`src/rtl/bwd_pkg.sv`:
```
package bwd_pkg;

  typedef enum logic [1:0] {
    REQ_MEM_NP = 2'd0,
    REQ_MEM_PF = 2'd1,
    REQ_IO     = 2'd2,
    REQ_RSVD   = 2'd3
  } reqKind_t;

  typedef enum logic [1:0] {
    WIN_NONE  = 2'd0,
    WIN_PREF  = 2'd1,
    WIN_NPMEM = 2'd2,
    WIN_IO    = 2'd3
  } winId_t;

  // one strobe per programmable register half
  typedef struct packed {
    logic prefBaseLo;
    logic prefBaseHi;
    logic prefLimLo;
    logic prefLimHi;
    logic npBase;
    logic npLim;
    logic ioBase;
    logic ioLim;
  } wrStrobe_t;

endpackage

```
`src/rtl/bwd_window_cmp.sv`:
```
// Inclusive range compare for one window with granularity alignment.
module bwd_window_cmp #(
  parameter int W     = 32,
  parameter int ALIGN = 20
) (
  input  logic [W-1:0] baseRaw,
  input  logic [W-1:0] limRaw,
  input  logic [W-1:0] addr,
  output logic         inWin
);
  localparam logic [W-1:0] LOW_MASK = {{(W-ALIGN){1'b0}}, {ALIGN{1'b1}}};

  logic [W-1:0] effBase;
  logic [W-1:0] effLim;
  logic         enabled;

  always_comb begin
    effBase = baseRaw & ~LOW_MASK;
    effLim  = limRaw | LOW_MASK;
    enabled = (effBase <= effLim);
    inWin   = enabled && (addr >= effBase) && (addr <= effLim);
  end
endmodule

```
`src/rtl/bwd_datapath.sv`:
```
// Window registers and the three range comparators.
module bwd_datapath
  import bwd_pkg::*;
#(
  parameter int DATA_W     = 32,
  parameter int IO_W       = 16,
  parameter int PREF_ALIGN = 20,
  parameter int NP_ALIGN   = 20,
  parameter int IO_ALIGN   = 12
) (
  input  logic                clk,
  input  logic                rst_n,
  input  wrStrobe_t           strobe,
  input  logic [DATA_W-1:0]   wrData,
  input  logic [2*DATA_W-1:0] addr,
  output logic                inPref,
  output logic                inNp,
  output logic                inIo
);
  localparam int ADDR_W = 2 * DATA_W;

  logic [ADDR_W-1:0] prefBase, prefLim;
  logic [DATA_W-1:0] npBase, npLim;
  logic [IO_W-1:0]   ioBase, ioLim;

  // reset leaves every base above its limit: all windows off
  always_ff @(posedge clk or negedge rst_n) begin
    if (!rst_n) begin
      prefBase <= '1;
      prefLim  <= '0;
      npBase   <= '1;
      npLim    <= '0;
      ioBase   <= '1;
      ioLim    <= '0;
    end else begin
      if (strobe.prefBaseLo) prefBase[DATA_W-1:0]      <= wrData;
      if (strobe.prefBaseHi) prefBase[ADDR_W-1:DATA_W] <= wrData;
      if (strobe.prefLimLo)  prefLim[DATA_W-1:0]       <= wrData;
      if (strobe.prefLimHi)  prefLim[ADDR_W-1:DATA_W]  <= wrData;
      if (strobe.npBase)     npBase <= wrData;
      if (strobe.npLim)      npLim  <= wrData;
      if (strobe.ioBase)     ioBase <= wrData[IO_W-1:0];
      if (strobe.ioLim)      ioLim  <= wrData[IO_W-1:0];
    end
  end

  logic prefCmp, npCmp, ioCmp;
  logic npReach, ioReach;

  bwd_window_cmp #(.W(ADDR_W), .ALIGN(PREF_ALIGN)) uPrefCmp (
    .baseRaw(prefBase), .limRaw(prefLim), .addr(addr), .inWin(prefCmp));

  bwd_window_cmp #(.W(DATA_W), .ALIGN(NP_ALIGN)) uNpCmp (
    .baseRaw(npBase), .limRaw(npLim), .addr(addr[DATA_W-1:0]), .inWin(npCmp));

  bwd_window_cmp #(.W(IO_W), .ALIGN(IO_ALIGN)) uIoCmp (
    .baseRaw(ioBase), .limRaw(ioLim), .addr(addr[IO_W-1:0]), .inWin(ioCmp));

  always_comb begin
    npReach = (addr[ADDR_W-1:DATA_W] == '0);
    ioReach = (addr[ADDR_W-1:IO_W] == '0);
    inPref  = prefCmp;
    inNp    = npCmp && npReach;
    inIo    = ioCmp && ioReach;
  end
endmodule

```
`src/rtl/bwd_ctrl.sv`:
```
// Write-select decode and per-type window selection with the output stage.
module bwd_ctrl
  import bwd_pkg::*;
(
  input  logic       clk,
  input  logic       rst_n,
  input  logic       cfgWrEn,
  input  logic [2:0] cfgWrSel,
  input  logic       reqValid,
  input  logic [1:0] reqType,
  input  logic       inPref,
  input  logic       inNp,
  input  logic       inIo,
  output wrStrobe_t  strobe,
  output logic       fwdValid,
  output logic       fwdHit,
  output logic [1:0] fwdWindow
);
  logic [7:0] selHot;

  for (genvar i = 0; i < 8; i++) begin : gSel
    assign selHot[i] = cfgWrEn && (cfgWrSel == 3'(i));
  end

  always_comb begin
    strobe.prefBaseLo = selHot[0];
    strobe.prefBaseHi = selHot[1];
    strobe.prefLimLo  = selHot[2];
    strobe.prefLimHi  = selHot[3];
    strobe.npBase     = selHot[4];
    strobe.npLim      = selHot[5];
    strobe.ioBase     = selHot[6];
    strobe.ioLim      = selHot[7];
  end

  winId_t winNxt;
  logic   hitNxt;

  always_comb begin
    winNxt = WIN_NONE;
    unique case (reqKind_t'(reqType))
      REQ_MEM_PF: begin
        if (inPref)    winNxt = WIN_PREF;
        else if (inNp) winNxt = WIN_NPMEM;
      end
      REQ_MEM_NP: if (inNp) winNxt = WIN_NPMEM;
      REQ_IO:     if (inIo) winNxt = WIN_IO;
      default:    winNxt = WIN_NONE;
    endcase
    hitNxt = reqValid && (winNxt != WIN_NONE);
  end

  always_ff @(posedge clk or negedge rst_n) begin
    if (!rst_n) begin
      fwdValid  <= 1'b0;
      fwdHit    <= 1'b0;
      fwdWindow <= WIN_NONE;
    end else begin
      fwdValid  <= reqValid;
      fwdHit    <= hitNxt;
      fwdWindow <= hitNxt ? winNxt : WIN_NONE;
    end
  end
endmodule

```
`src/rtl/bridge_window_decoder.sv`:
```
module bridge_window_decoder
  import bwd_pkg::*;
#(
  parameter int DATA_W     = 32,
  parameter int IO_W       = 16,
  parameter int PREF_ALIGN = 20,
  parameter int NP_ALIGN   = 20,
  parameter int IO_ALIGN   = 12
) (
  input  logic                clk,
  input  logic                rst_n,
  input  logic                cfgWrEn,
  input  logic [2:0]          cfgWrSel,
  input  logic [DATA_W-1:0]   cfgWrData,
  input  logic                reqValid,
  input  logic [1:0]          reqType,
  input  logic [2*DATA_W-1:0] reqAddr,
  output logic                fwdValid,
  output logic                fwdHit,
  output logic [1:0]          fwdWindow
);
  wrStrobe_t strobe;
  logic      inPref, inNp, inIo;

  bwd_ctrl uCtrl (
    .clk(clk), .rst_n(rst_n), .cfgWrEn(cfgWrEn), .cfgWrSel(cfgWrSel),
    .reqValid(reqValid), .reqType(reqType),
    .inPref(inPref), .inNp(inNp), .inIo(inIo), .strobe(strobe),
    .fwdValid(fwdValid), .fwdHit(fwdHit), .fwdWindow(fwdWindow));

  bwd_datapath #(
    .DATA_W(DATA_W), .IO_W(IO_W), .PREF_ALIGN(PREF_ALIGN),
    .NP_ALIGN(NP_ALIGN), .IO_ALIGN(IO_ALIGN)
  ) uData (
    .clk(clk), .rst_n(rst_n), .strobe(strobe), .wrData(cfgWrData),
    .addr(reqAddr), .inPref(inPref), .inNp(inNp), .inIo(inIo));
endmodule

```
`config.mk`:
```
export PLATFORM = sky130hd
export DESIGN_NAME = bridge_window_decoder
export DESIGN_NICKNAME = d
export VERILOG_FILES = /design/src/rtl/bwd_pkg.sv /design/src/rtl/bwd_window_cmp.sv /design/src/rtl/bwd_datapath.sv /design/src/rtl/bwd_ctrl.sv /design/src/rtl/bridge_window_decoder.sv
export SDC_FILE = /design/constraint.sdc
export NUM_CORES = 1
export LEC_CHECK = 0
export ABC_AREA = 1
export BUFFER_PORTS_ARGS = -buffer_cell sky130_fd_sc_hd__buf_4
export CELL_PAD_IN_SITES_DETAIL_PLACEMENT = 1
export CELL_PAD_IN_SITES_GLOBAL_PLACEMENT = 1
export CORE_ASPECT_RATIO = 1.25
export CORE_MARGIN = 4
export CORE_UTILIZATION = 47
export CTS_BUF_LIST = sky130_fd_sc_hd__clkbuf_16
export DETAILED_ROUTE_END_ITERATION = 12
export GPL_ROUTABILITY_DRIVEN = 0
export PLACE_DENSITY = 0.95
export RECOVER_POWER = 100
export SYNTH_ARGS = -nofsm -noshare
export SYNTH_HDL_FRONTEND = slang
export SYNTH_SLANG_ARGS = --single-unit
```
`constraint.sdc`:
```
create_clock -name clk -period 5.63 [get_ports clk]
set_input_delay 0.563 -clock clk [delete_from_list [all_inputs] [get_ports clk]]
set_output_delay 0.563 -clock clk [all_outputs]
set_load 0.005 [all_outputs]
```
After elaboration in Yosys (flattened, before gate mapping):

Cells that the tools add are included.

* input port bits: 105
* word-level logic and storage cells: 56
* register bits after elaboration: 228
* output and inout bits: 4

* reductions and logical operators: 22
* multiplexer cells: 5
* order comparisons: 9
* eq/ne operators: 9

Operator list (number)
* $le 64x64->1: 2
* $ge 64x64->1: 1
* $le 32x32->1: 2
* $logic_not 48->1: 1
* $ge 32x32->1: 1
* $le 16x16->1: 2
* $logic_not 32->1: 1
* $logic_and 1x1->1: 17
* $ge 16x16->1: 1
* $eq 3x3->1 const B: 4
* $mux 2: 4
* $eq 3x2->1 const B: 2
* $pmux 2 s3: 1
* $eq 3x1->1 const B: 1
* $logic_not 3->1: 1
* $eq 2x1->1 const B: 1
* $eq 2x2->1 const B: 1
* $logic_not 2->1: 1
* $reduce_bool 2->1: 1

Depth between registers and ports, before layout:

* depth after elaboration: 10
* depth in mapped cells: 18
* mapped depth without buffers: 18

Cells and area by module:

Synthesis repeated with hierarchy kept, for this count alone.

* cell total of the unflattened synthesis: 1430
* area, all modules: 15063.2 µm²

By module, submodules not included
* bwd_datapath: cells each 538, seq. area each 5745.5 µm², area an instance 9756.9 µm², instances 1
* bwd_window_cmp (uData.uPrefCmp): cells each 587, seq. area each 0.0 µm², area an instance 3574.7 µm², instances 1
* bwd_window_cmp (uData.uNpCmp): cells each 202, seq. area each 0.0 µm², area an instance 1133.6 µm², instances 1
* bwd_window_cmp (uData.uIoCmp): cells each 72, seq. area each 0.0 µm², area an instance 385.4 µm², instances 1
* bwd_ctrl: cells each 31, seq. area each 100.1 µm², area an instance 212.7 µm², instances 1

Worst setup path after synthesis:

Ideal clock, no wire load.

* path kind: input -> register
* start: input port reqAddr[59]
* end: register uCtrl.fwdHit
* library setup time: 0.117 ns
* path buffers: 0
* data required time: 5.513 ns
* data arrival time: 1.723 ns
* cell stages on the path: 14
* setup slack: 3.791 ns
* cell sequence: ha_1 -> nand2_1 -> inv_2 -> nand3_1 -> nor2_1 -> nand3_1 -> nor2_1 -> nand3_1 -> nand2_1 -> nand3_1 -> nand2_1 -> nand2_1 -> nand2_1 -> nand2_1

* cells in the longest elaborated chain, start to end: 7
* elaborated cells on any way between the ends: 14
* classes of those cells: order compare: 2; mux: 4; reduce/logical: 8

RTL lines
* start: declaration: RTL line bridge_window_decoder.sv:17 `input logic [2*DATA_W-1:0] reqAddr,`
* $ge 64x64->1 / $logic_not 32->1 (equally long branches): RTL line bwd_window_cmp.sv:21, bwd_datapath.sv:60
* $logic_and 1x1->1, on equally long branches: RTL line bwd_window_cmp.sv:21, bwd_datapath.sv:63
* $logic_and 1x1->1 / $mux 2 (equally long branches): RTL line bwd_window_cmp.sv:21, bwd_ctrl.sv:44, bwd_ctrl.sv:46
* $mux 2: RTL line bwd_ctrl.sv:43 `if (inPref) winNxt = WIN_PREF;`
* $pmux 2 s3 *: RTL line bwd_ctrl.sv:41 `unique case (reqKind_t'(reqType))`
* $reduce_bool 2->1 *: RTL line bwd_ctrl.sv:50 `hitNxt = reqValid && (winNxt != WIN_NONE);`
* $logic_and 1x1->1 *: RTL line bwd_ctrl.sv:50
* net uCtrl.hitNxt: RTL line bwd_ctrl.sv:37 `logic hitNxt;`
* end signal: assignment: RTL line bwd_ctrl.sv:60 `fwdHit <= hitNxt;`
* end: declaration: RTL line bwd_ctrl.sv:16 `output logic fwdHit,`

The timed path passes the listed nets; every way through them passes the cells marked *.
A chain may end at the register's enable or synchronous reset.

==> flow_metrics.py <==
metrics = {
    "timing": {
        "tightest_slew_ns": 3.066,
        "finalSetupViolCount": 0,
        "period_minus_slack_ns": 3.386,
        "grt_setup_unrepaired": "no",
        "hold_viol": 0,
        "fin_skew_ns": 0.007999,
        "fmax_mhz": 295.3,
        "setup-tns-final_ns": 0,
        "timing.final.crit_share_pct": 60.14,
        "relSlewSlack_pct": -104.4,
        "drv_slew": 184,
    },
    "floorplan": {
        "dieArea_mm2": 0.02270,
        "core_area_mm2": 0.02003,
        "start_util_pct": 47.72,
        "row_count": 58,
        "die_h_um": 167.4,
        "die_x_um": 135.6,
        "design.portCount": 109,
    },
    "min_path": {
        "hp-class": "in2reg",
        "whs_path_depth": 1,
    },
    "synth": {
        "synth_fp_nets": 1578,
        "synth_top_area_share_pct": 23.17,
        "ys.warnings.count": 0,
        "synth_top_family_by_area": "adder cells",
        "syn_avg_cell_area_um2": 7.375,
        "synth-xor-area-share_pct": 0,
        "syn_area_mm2": 0.009558,
        "yosysTopAreaCell": "ha_1",
        "yosys.area_share.simple_pct": 22.18,
        "synth_cell_type_count": 25,
        "ys_ff_latch": 124,
        "yosysSeqAreaShare_pct": 33.25,
        "synth_mux_area_share_pct": 0,
        "syn_inst": 1296,
        "yosys.area_share.adder_pct": 23.17,
        "yosys-top-cells-area": "ha_1 23%, dfrtp_1 17%, dfstp_2 16%, nand2_1 14%, inv_1 8.5%",
        "synth_compound_gate_area_share_pct": 11.59,
    },
    "worst_setup_path": {
        "crit_family": "buffers and inverters",
        "crit_chain": "clkbuf_1 -> buf_4",
        "setup.worst_path.class": "in2async",
        "r2r-start": "uData.prefBase[63]",
        "critPathSlowestCell": "clkbuf_1",
        "start_kind": "input pin",
        "slowest_delay_ns": 2.12,
        "r2r_end": "uCtrl.fwdHit",
        "path_max_fanout": 72,
        "cp.required_ns": 6.06,
        "r2r_slack_ns": 3.21,
        "crit_cells": 2,
        "cp_num_buf_inv": 2,
        "endpoint_kind": "asynchronous set/reset pin",
        "worstPathArrival_ns": 3.81,
        "critical_path.endpoint": "uData.prefLim[40]",
        "setup.worst_path.start": "rst_n",
        "r2r_cells": 13,
    },
    "global_route": {
        "grt_pass1_vias": 11427,
        "antenna_found_initial": 0,
        "grt_pass1_wl_um": 58470,
        "track_usage_pct": 32.96,
        "grt_max_degree": 73,
        "grt_overflow_total": 0,
    },
    "detailed_routing": {
        "postRouteAntennaNets": 0,
        "finalWirelength_um": 36960,
        "first_pass_iters": 6,
        "drt-wirelength-per-cell_um": 21.88,
        "via_per_inst": 5.849,
        "route.detailed.drc": 0,
        "detail_route.iter0.violations": 603,
        "vias": 9879,
    },
    "clock_network": {
        "cts_root_buffer": "clkbuf_16",
        "post_cts_resized": 0,
        "cts.sinks": 124,
        "h-tree-depth": 4,
        "numCtsBuffers": 17,
        "clkSlewWorstSetupHoldPaths_ns": 0.06,
        "cts_tree": "done",
        "postCtsSetupRepairBufs": 0,
        "postCtsHoldBufs": 0,
        "clockBufferDepth": 2,
        "clock_latency_ns": 0.44,
    },
    "placed_design": {
        "port_buffers": 108,
        "place_inst": 1656,
        "hpwl_um": 24410,
    },
    "cells_and_area": {
        "seq_area_mm2": 0.003178,
        "stdcell_count": 1689,
        "final_net_count": 1687,
        "drive_gt1_share_pct": 14.75,
        "multiInputGateArea_mm2": 0.005446,
        "n_fill_cell": 2567,
        "area_delta_synth_final_pct": 17.33,
    },
    "pwr": {
        "powerDensity_mw_per_mm2": 337.0,
        "vdd_drop_max_mv": 0.2463,
        "p_leak_nw": 5.934,
    },
    "run_status": {
        "status": "complete, but fails checks",
        "violations": "max-capacitance violations, max-slew violations",
    },
    "run": {
        "maxCapViolCount": 3,
    },
}
==> synth_stat cells, drive strengths merged <==
cell,n
and2,1
nor4,2
o211ai,1
a21oi,70
nand4,18
nand2,353
nor2,110
dfrtp,64
nor3,7
clkbuf,20
nand3,39
o21ai,133
o21bai,1
a21o,6
ha,177
o21a,3
inv,230
dfstp,60
a31o,1
==> power by group <==
part	internal, mW	total [mW]	switching (mW)
Combinational	0.509	1.38	0.876
Sequential	1.12	1.26	0.142
Clock	0.686	1.13	0.447
Total	2.31	3.78	1.47
==> cells in the final DEF (no fill, tap or decap), drive strengths merged <==
cell / instances
nand3: 39
a21o: 6
o21bai: 1
a21oi: 70
nor2: 110
o211ai: 1
buf: 101
diode: 2
dfrtp: 64
nand4: 18
clkinv: 6
inv: 232
ha: 177
o21a: 3
and2: 1
dfstp: 60
a31o: 1
o21ai: 133
nor3: 7
nor4: 2
bufinv: 3
clkbuf: 26
nand2: 353
clkinvlp: 3
==> kinds of logic (layout without fill, tap and decap cells) <==
kind of cell | count (synthesis) | count (layout)
compound gates | 215 | 215
fa+ha+maj | 177 | 177
buf+inv | 250 | 371
flops | 124 | 124
other cells | 0 | 2
simple gates | 530 | 530
==> per-stage QoR <==
stage | worst slack, ns | area [um^2] | utilization, % | power, mW | hold WS [ns]
finish | 2.244 | 11210 | 55.99 | 3.780 | 0.3219
global route | 1.651 | 11210 | 55.97 | 3.992 | 0.3340
CTS | 3.257 | 11230 | 56.09 | 3.753 | 0.1896
detailed placement | 3.188 | 10650 | 53.19 | 2.498 | 0.4750
global placement | 3.249 | 10650 | 53.19 | 2.339 | 0.4666
floorplan | 3.791 | 9558 | - | 2.022 | 0.2674
==> layer usage <==
metal  track usage [%]  part of all wire (%)
met1             33.40                    35
met2             59.25                    52
met3             5.889                   4.8
met4             24.77                   8.2
met5                 0                     0
==> state kept, by name (all words and copies together), names as in the netlist <==
register,flops
uData.prefBase,44
uData.ioLim,4
uCtrl.fwdWindow,2
uData.prefLim,44
uCtrl.fwdValid,1
uData.npLim,12
uData.ioBase,4
uCtrl.fwdHit,1
uData.npBase,12
==> layout make-up <==
type                       instances  share of cell area [%]
timing repair buffer             110                   7.163
inverter                         230                   7.698
multi-input combinational        922                   48.57
antenna                            2                 0.04463
tap                              270                   3.012
sequential                       124                   28.34
clock inverter                    14                   1.383
clock buffer                      17                   3.793
==> worst min path at each step <==
stage	startpoint	to	slack (ns)
CTS	rst_n	uCtrl.fwdValid	0.19
floorplan	rst_n	uCtrl.fwdHit	0.27
finish	reqValid	uCtrl.fwdValid	0.32
global placement	uData.npLim[23]	uData.npLim[23]	0.47
detailed placement	uData.npLim[26]	uData.npLim[26]	0.48
global route	reqValid	uCtrl.fwdValid	0.33
Note: power is estimated with default switching activity, not from simulation.
